==> src/rtl/ecc_cmp_pkg.sv <==
package ecc_cmp_pkg;

  typedef enum logic [1:0] {
    ST_CLEAN    = 2'b00,
    ST_FIXED    = 2'b01,
    ST_CODE_ERR = 2'b10,
    ST_UNCORR   = 2'b11
  } eccStatus_t;

  typedef struct packed {
    logic capture;  // load a new result into the output register
    logic retire;   // output consumed and nothing new loaded
  } eccStrobe_t;

endpackage

==> src/rtl/ecc_cmp_ctrl.sv <==
module ecc_cmp_ctrl
  import ecc_cmp_pkg::*;
(
  input  logic       clk,
  input  logic       rstN,
  input  logic       inValid,
  input  logic       outReady,
  output logic       inReady,
  output logic       outValid,
  output eccStrobe_t strobe
);

  logic validQ;

  assign inReady        = !validQ || outReady;
  assign strobe.capture = inValid && inReady;
  assign strobe.retire  = validQ && outReady && !strobe.capture;
  assign outValid       = validQ;

  always_ff @(posedge clk or negedge rstN) begin
    if (!rstN) begin
      validQ <= 1'b0;
    end else if (strobe.capture) begin
      validQ <= 1'b1;
    end else if (strobe.retire) begin
      validQ <= 1'b0;
    end
  end

  AST_HOLD_WHILE_STALLED: assert property (@(posedge clk) disable iff (!rstN)
    outValid && !outReady |=> outValid);

  AST_ACCEPT_RAISES_VALID: assert property (@(posedge clk) disable iff (!rstN)
    inValid && inReady |=> outValid);

endmodule

==> src/rtl/ecc_cmp_datapath.sv <==
module ecc_cmp_datapath
  import ecc_cmp_pkg::*;
#(
  parameter int PAIRS     = 12,
  parameter int BIT_IDX_W = 3,
  localparam int PAR_W    = 2 * PAIRS,
  localparam int ADDR_W   = PAIRS - BIT_IDX_W
) (
  input  logic                 clk,
  input  logic                 rstN,
  input  eccStrobe_t           strobe,
  input  logic [PAR_W-1:0]     calcParity,
  input  logic [PAR_W-1:0]     storedParity,
  output eccStatus_t           statusQ,
  output logic [ADDR_W-1:0]    byteQ,
  output logic [BIT_IDX_W-1:0] bitQ
);

  localparam int CNT_W = $clog2(PAR_W + 1);

  logic [PAR_W-1:0]  syndrome;
  logic [PAIRS-1:0]  pairSplit;
  logic [PAIRS-1:0]  oddHalf;
  logic [CNT_W-1:0]  onesCount;
  logic              allSplit;
  logic              isZero;
  logic              singleHot;
  eccStatus_t        classNext;

  assign syndrome = calcParity ^ storedParity;
  assign oddHalf  = syndrome[PAR_W-1:PAIRS];

  // Odd and even member of each pair disagree for a single data-bit flip.
  for (genvar i = 0; i < PAIRS; i++) begin : g_pair
    assign pairSplit[i] = syndrome[PAIRS+i] ^ syndrome[i];
  end

  always_comb begin
    onesCount = '0;
    for (int k = 0; k < PAR_W; k++) begin
      onesCount = onesCount + CNT_W'(syndrome[k]);
    end
  end

  assign allSplit  = &pairSplit;
  assign isZero    = ~|syndrome;
  assign singleHot = (onesCount == CNT_W'(1));

  always_comb begin
    if (isZero)         classNext = ST_CLEAN;
    else if (allSplit)  classNext = ST_FIXED;
    else if (singleHot) classNext = ST_CODE_ERR;
    else                classNext = ST_UNCORR;
  end

  always_ff @(posedge clk or negedge rstN) begin
    if (!rstN) begin
      statusQ <= ST_CLEAN;
      byteQ   <= '0;
      bitQ    <= '0;
    end else if (strobe.capture) begin
      statusQ <= classNext;
      if (classNext == ST_FIXED) begin
        byteQ <= oddHalf[PAIRS-1:BIT_IDX_W];
        bitQ  <= oddHalf[BIT_IDX_W-1:0];
      end else begin
        byteQ <= '0;
        bitQ  <= '0;
      end
    end
  end

  AST_CLEAN_ON_MATCH: assert property (@(posedge clk) disable iff (!rstN)
    strobe.capture && (calcParity == storedParity) |=> statusQ == ST_CLEAN);

  AST_CODE_BIT_FAULT: assert property (@(posedge clk) disable iff (!rstN)
    strobe.capture && ($countones(calcParity ^ storedParity) == 1)
      |=> statusQ == ST_CODE_ERR);

  AST_LOC_ONLY_WHEN_FIXED: assert property (@(posedge clk) disable iff (!rstN)
    statusQ != ST_FIXED |-> (byteQ == '0) && (bitQ == '0));

  AST_RESULT_HELD: assert property (@(posedge clk) disable iff (!rstN)
    !strobe.capture |=> $stable(statusQ) && $stable(byteQ) && $stable(bitQ));

endmodule

==> src/rtl/ecc_syndrome_classifier.sv <==
module ecc_syndrome_classifier
  import ecc_cmp_pkg::*;
#(
  parameter int PAIRS     = 12,
  parameter int BIT_IDX_W = 3,
  localparam int PAR_W    = 2 * PAIRS,
  localparam int ADDR_W   = PAIRS - BIT_IDX_W
) (
  input  logic                 clk,
  input  logic                 rstN,
  input  logic                 inValid,
  output logic                 inReady,
  input  logic [PAR_W-1:0]     calcParity,
  input  logic [PAR_W-1:0]     storedParity,
  output logic                 outValid,
  input  logic                 outReady,
  output logic [1:0]           status,
  output logic [ADDR_W-1:0]    errByte,
  output logic [BIT_IDX_W-1:0] errBit
);

  eccStrobe_t strobe;
  eccStatus_t statusQ;

  ecc_cmp_ctrl u_ctrl (
    .clk      (clk),
    .rstN     (rstN),
    .inValid  (inValid),
    .outReady (outReady),
    .inReady  (inReady),
    .outValid (outValid),
    .strobe   (strobe)
  );

  ecc_cmp_datapath #(
    .PAIRS     (PAIRS),
    .BIT_IDX_W (BIT_IDX_W)
  ) u_dp (
    .clk          (clk),
    .rstN         (rstN),
    .strobe       (strobe),
    .calcParity   (calcParity),
    .storedParity (storedParity),
    .statusQ      (statusQ),
    .byteQ        (errByte),
    .bitQ         (errBit)
  );

  assign status = statusQ;

endmodule

==> config.mk <==
export PLATFORM = sky130hd
export DESIGN_NAME = ecc_syndrome_classifier
export DESIGN_NICKNAME = d
export VERILOG_FILES = /design/src/rtl/ecc_cmp_pkg.sv /design/src/rtl/ecc_cmp_ctrl.sv /design/src/rtl/ecc_cmp_datapath.sv /design/src/rtl/ecc_syndrome_classifier.sv
export SDC_FILE = /design/constraint.sdc
export NUM_CORES = 1
export LEC_CHECK = 0
export ABC_AREA = 1
export BUFFER_PORTS_ARGS = -buffer_cell sky130_fd_sc_hd__buf_2
export CAP_MARGIN = 20
export CORE_MARGIN = 2
export CORE_UTILIZATION = 54
export CTS_BUF_LIST = sky130_fd_sc_hd__clkbuf_8
export CTS_CLUSTER_DIAMETER = 30
export CTS_CLUSTER_SIZE = 16
export DETAILED_ROUTE_END_ITERATION = 7
export HOLD_SLACK_MARGIN = 0.1
export PLACE_DENSITY = 0.85
export SLEW_MARGIN = 20
export SYNTH_ARGS = -nofsm -noshare
export SYNTH_HDL_FRONTEND = slang
export SYNTH_SLANG_ARGS = --single-unit
==> constraint.sdc <==
create_clock -name clk -period 1.4 [get_ports clk]
set_input_delay 0.14 -clock clk [delete_from_list [all_inputs] [get_ports clk]]
set_output_delay 0.14 -clock clk [all_outputs]
set_load 0.01 [all_outputs]
==> results of run 1 <==
per-stage QoR:
stage	hold WS, ns	worst slack [ns]	utilization [%]	TNS, ns
final	0.232	-3.17	78.4	-3.17
after global routing	0.255	-3.31	78.4	-3.31
after CTS	0.234	-3.14	78.0	-3.14
after detailed placement	0.0572	-3.41	76.4	-4.64
after global placement	0.0516	-3.26	76.4	-3.97
after floorplan	-0.156	-3.04	-	-3.04
timing repair:
action / in CTS / in global routing
hold buffers: 1 / 0
resized for setup: 1 / 3
hold endpoints to repair: 15 / 0
pin swaps: 0 / 1
setup endpoints to repair: 1 / 13
setup buffers: 0 / 1
metal layers:
metal	part of all wire, %	GRT usage [%]
met1	40	32.1
met2	51	50.6
met3	5.4	3.33
met4	3.5	10.7
met5	0	0
worst max-delay path, delay by kind of cell:
family          cells  cell delay [ns]
fa+ha+maj           8             3.40
simple gates        6             0.70
buf+inv             5             0.33
compound gates      1             0.14
cell type report:
type | count | area [sq um]
clock buffers | 3 | 41.3
clock inverters | 1 | 3.75
fillers | 289 | 810
inverters | 65 | 244
multi-input cells | 265 | 1520
flip-flops and latches | 15 | 375
well taps | 48 | 60.1
repair buffers | 113 | 687
power groups by stage:
stage	clock, mW	combinational (mW)	sequential [mW]
detailed placement	0	2.31	0.477
floorplan	0	1.63	0.485
global route	0.352	2.72	0.471
finish	0.337	2.39	0.471
CTS	0.340	2.38	0.469
global placement	0	2.15	0.476
how the worst max path moves through the flow:
stage,startpoint,to,slack (ns),depth (start not counted)
6_report,calcParity[0],u_dp.statusQ[0],-3.17,20
5_1_grt,storedParity[0],u_dp.statusQ[0],-3.31,20
4_1_cts,calcParity[0],u_dp.statusQ[0],-3.14,20
3_5_place_dp,calcParity[0],u_dp.statusQ[0],-3.41,20
3_3_place_gp,calcParity[0],u_dp.statusQ[0],-3.26,20
2_1_floorplan,calcParity[0],u_dp.statusQ[0],-3.04,19
kinds of logic after synthesis:
family | share of synthesized area (%)
xor gates and xnor gates | 6.44
AOI/OAI and AO/OA | 1.04
buffers and inverters | 13.0
adders and majority gates | 20.4
and+or+nand+nor | 41.7
DFF | 17.4
registers in the layout, summed over array words and instances, names as in the netlist:
register         count
u_ctrl.outValid      1
u_dp.bitQ            3
u_dp.byteQ           9
u_dp.statusQ         2
cells in the final DEF, fill, tap and decap left out, types with 8 or more instances in the layout:
master   netlist  routed
ha_1           8       8
inv_1         58      59
nor2_1        19      18
nand2_1      173     173
fa_1          17      16
buf_4          0      44
dfrtp_1       15      15
nand4_1       13      13
xnor2_1        9       8
buf_2          0      67
==> results.yml, run 1 <==
sta:
  hold_violations: 0
  setup_viol: 1
  finClkSkew_ns: 0.00160
  finalCriticalPeriod_ns: 4.57
  layout_setup_ws_ns: -3.17
  rsz0062_at_grt: "yes"
  slew_violations: 0
  fmax_mhz: 219
  relSlewSlack_pct: 75.4
  period_share_pct: 327
  worstMarginPinSlew_ns: 0.368
power:
  combPwrFrac_pct: 74.7
  intPower_mw: 1.75
  p_leak_nw: 1.89
  power_frac_clock_pct: 10.5
  peakVddDrop_v: 0.000838
  swShare_pct: 45.1
  switching_power_mw: 1.44
  power.total_mw: 3.19
  p_per_area_mw_per_mm2: 1090
  pwr-share-seq_pct: 14.7
floorplanning:
  row_count: 22
  top_level_ports: 68
  start_util_pct: 57.7
  die-height_um: 67.2
  die-area_sq_mm: 0.00452
  dieWidth_um: 67.2
  coreArea_sq_mm: 0.00374
critical_path:
  crit_chain: "buf_2 > inv_1 > nand2_1 > nand2_1 > ha_1 > inv_1 > fa_1 > fa_1 > fa_1 > fa_1 > inv_1 > fa_1 > inv_1 > fa_2 > fa_1 > or3_1 > a21oi_2 > nand2_1 > nand2_1 > nand2_1"
  worstSetupStartpointType: "input port"
  worstReg2RegStart: "u_ctrl.outValid"
  r2r_setup_slack_ns: 0.18
  crit_arrival_ns: 4.71
  crit_fanout: 3
  crit_path_frequent_cell: "fa_1"
  cp-end-kind: "register"
  r2r_cells: 7
  required_ns: 1.54
  rr_endpoint: "u_dp.statusQ[1]"
  path_class: "in -> reg"
  max_stage_delay_ns: 0.52
  cp_slowest_cell: "fa_1"
placed_design:
  io_buffers: 67
  dp_cells: 504
  dpl.hpwl_um: 5010
  place.gp.congestion: 0.924
  dpl_cell_area_sq_mm: 0.00286
outcome:
  outcome: "finished, violations left"
  violations: "negative setup slack"
global_route:
  antenna_found_initial: 0
  grt_max_degree: 16
  grt_pass1_wl_um: 9460
  grtUsageTotal_pct: 27.4
  grt.overflow.total: 0
  grt_pass1_vias: 2387
route:
  ant_nets: 0
  routedWlPerCell_um: 11.1
  vias: 2464
  finalWirelength_um: 5680
  drcViolationCount: 0
  drt-pass1-iter-count: 4
  initialDrtViolationCount: 143
  routed_via_density: 4.83
synth:
  yosysSeqAreaShare_pct: 17.4
  synth.most_common_cell: "nand2_1"
  syn_avg_cell_area_sq_um: 6.18
  yosys_warnings: 0
  async_reset_ff_share_pct: 100
  ys_ff_latch: 15
  ys_types: 22
  synth_cells: 349
  synthTopCellsByCount: "nand2_1 (173), inv_1 (58), nor2_1 (19), fa_1 (17), dfrtp_1 (15)"
  yosysTopAreaCell: "nand2_1"
  synth_top_area_share_pct: 30.1
  synthFlopType: "dfrtp_1"
  synthesis.nets: 426
  synthTopCellsByArea: "nand2_1 (30%), dfrtp_1 (17%), fa_1 (16%)"
  synthesis.area_sq_mm: 0.00216
  synth_edf_count: 0
clock_tree:
  clock_latency_ns: 0.25
  cts_tree: "built"
  h-tree-depth: 1
  cts_buffers: 3
  clock_sinks: 15
  clk_pin_slew_ns: 0.05
  clock_path_buffers: 2
  cts-root-buf: "clkbuf_8"
worst_hold_path:
  whs_path_depth: 4
  holdCritStartpoint: "outReady"
  hold_path_end: "u_ctrl.outValid"
  worstHoldPathType: "in -> reg"
cells_and_area:
  diodes: 0
  layoutNonFillerInstCount: 510
  drive_above_1_share_pct: 29.2
  area_growth_pct: 35.9
  design_area_sq_mm: 0.00293
  final_nets: 540
job:
  drv_cap: 0
(Power assumes the default switching activity.)
==> run 2, diff against run 1 <==
REMOVE_ABC_BUFFERS = 1   (was default)
==> run 2 against run 1 <==
  * Sequential cell count stayed put
  * Maximum frequency down 0.92%
  * Worst hold slack worse by 0.059 ns
  * The run still ends with negative setup slack left
  * Critical path depth down 2
  * Final cell count is 0.20% lower
  * Combinational power grew 4%
  * Clock skew increased by 0.0026 ns
  * Via count increased by 2.9%
  * Largest cell class unchanged
  * Setup slack lost 0.042 ns
  * Core utilization up 0.50 points
  * Sequential share of layout area shrank 0.081 points
==> results.yml, run 2 (synthesis results as in run 1) <==
outcome:
  outcome: "finished, violations left"
  violations: "negative setup slack"
route:
  finalWirelength_um: 6010
  vias: 2536
  drt-pass1-iter-count: 6
  routed_via_density: 4.98
  routedWlPerCell_um: 11.8
  ant_nets: 0
  initialDrtViolationCount: 183
  drcViolationCount: 0
floorplanning:
  die-height_um: 67.2
  top_level_ports: 68
  die-area_sq_mm: 0.00452
  dieWidth_um: 67.2
  start_util_pct: 57.7
  row_count: 22
  coreArea_sq_mm: 0.00374
power:
  p_per_area_mw_per_mm2: 1120
  power.total_mw: 3.30
  p_leak_nw: 1.89
  peakVddDrop_v: 0.000646
sta:
  slew_violations: 0
  layout_setup_ws_ns: -3.21
  finalCriticalPeriod_ns: 4.61
  relSlewSlack_pct: 68.2
  worstMarginPinSlew_ns: 0.473
  rsz0062_at_grt: "yes"
  setup_viol: 1
  period_share_pct: 330
  fmax_mhz: 217
  finClkSkew_ns: 0.00424
  hold_violations: 0
  finalSetupTns_ns: -3.21
  fin_hold_ws_ns: 0.174
cells_and_area:
  drive_above_1_share_pct: 30.4
  final_nets: 539
  num-fill-cells: 267
  design_area_sq_mm: 0.00295
  final_cell_mix: "nand2_1 (170), buf_2 (63), inv_1 (55), buf_4 (44), nor2_1 (19)"
  largest_register_ffs: 9
  layoutNonFillerInstCount: 509
  area_growth_pct: 36.8
  final_common_cell: "nand2_1"
  largest_register: "u_dp.byteQ"
  diodes: 0
  reg_top3: "u_dp.byteQ: 9 flops, u_dp.bitQ: 3 flops, u_dp.statusQ: 2 flops"
  post-route-util_pct: 78.9
placed_design:
  dp_cells: 504
  place.gp.congestion: 0.875
  dpl_cell_area_sq_mm: 0.00285
  io_buffers: 67
  dpl.hpwl_um: 5050
  place_ws_ns: -3.67
critical_path:
  crit_fanout: 2
  cp_slowest_cell: "fa_1"
  crit_path_frequent_cell: "fa_1"
  required_ns: 1.54
  crit_chain: "buf_6 > xnor2_2 > ha_1 > inv_2 > fa_1 > fa_1 > fa_1 > fa_1 > inv_2 > fa_1 > inv_1 > fa_2 > fa_1 > or3_1 > a21oi_2 > nand2_1 > nand2_1 > nand2_1"
  worst-path-buf-inv: 4
  worstSetupStartpointType: "input port"
  cp-end-kind: "register"
  path_class: "in -> reg"
  max_stage_delay_ns: 0.54
  crit_family: "adder cells"
  crit_arrival_ns: 4.76
job:
  drv_cap: 0
global_route:
  grtUsageMet3_pct: 3.50
  busiest_layer: "met2"
  grt.met2_usage_pct: 57.4
  grtUsageMet1_pct: 32.2
  antenna_found_initial: 0
  grtUsageTotal_pct: 29.5
  grt_max_degree: 16
  grt_pass1_wl_um: 10100
  grt.overflow.total: 0
  grt_pass1_vias: 2468
clock_tree:
  clock_sinks: 15
  cts-root-buf: "clkbuf_8"
  cts_tree: "built"
  cts_buffers: 3
  h-tree-depth: 1
  clk_pin_slew_ns: 0.06
  clock_latency_ns: 0.25
  clock_path_buffers: 2
worst_hold_path:
  worstHoldPathType: "in -> reg"
run 2: changes by cell type in the layout (fill, tap and decap cells not counted):
| cell | change |
|---|---|
| buf_2 | -4 |
| inv_1 | -4 |
| inv_2 | +4 |
| buf_6 | +3 |
| nand2_1 | -3 |
| nand2_2 | +3 |
| nor2_1 | +1 |
| nor2_2 | -1 |
| o21ai_0 | +1 |
| o21ai_1 | -1 |
run 2: layout make-up:
cell class	count	area (sq um)	area share, %
timing repair buffer	112	701	23.7
multi-input combinational	265	1530	51.7
sequential	15	375	12.7
clock buffer	3	41.3	1.40
tap	48	60.1	2.03
clock inverter	1	3.75	0.127
inverter	65	244	8.26
run 2: worst paths after layout:
kind	depth (start not counted)	startpoint	to	slack (ns)
min reg2reg	2	u_dp.byteQ[2]	u_dp.byteQ[2]	0.47
min	4	outReady	u_ctrl.outValid	0.17
min in group asynchronous	2	rstN	u_dp.statusQ[0]	0.34
max in group asynchronous	2	rstN	u_dp.bitQ[1]	0.81
max	18	storedParity[1]	u_dp.statusQ[0]	-3.21
max reg2reg	7	u_ctrl.outValid	u_dp.statusQ[1]	0.16
run 2: per-layer routing:
metal	vias to the layer above	wire (um)
li1	1256	-
met1	1152	2260
met2	110	3200
met3	18	379
met4	0	169
met5	-	0
run 2: worst reg2reg max path: stages (launching register included):
cell and delay (ns):
dfrtp_1 0.37, nand2_1 0.10, nand2_1 0.09, inv_1 0.30
nand2_1 0.12, inv_1 0.08, nand2_1 0.07, nand2_1 0.06
run 2: power breakdown:
group	switching [mW]	total, mW	internal [mW]
registers	0.0135	0.470	0.456
clock network	0.147	0.341	0.194
logic	1.36	2.49	1.13
total	1.52	3.30	1.78
run 2: what timing repair did:
| action | 4_1_cts | 5_1_grt |
|---|---|---|
| endpoints found under the setup margin | 1 | 1 |
| gates resized for setup | 13 | 4 |
| hold buffers | 1 | 0 |
| pin swaps | 3 | 1 |
| buffers inserted | 0 | 0 |
| hold endpoints to repair | 15 | 0 |
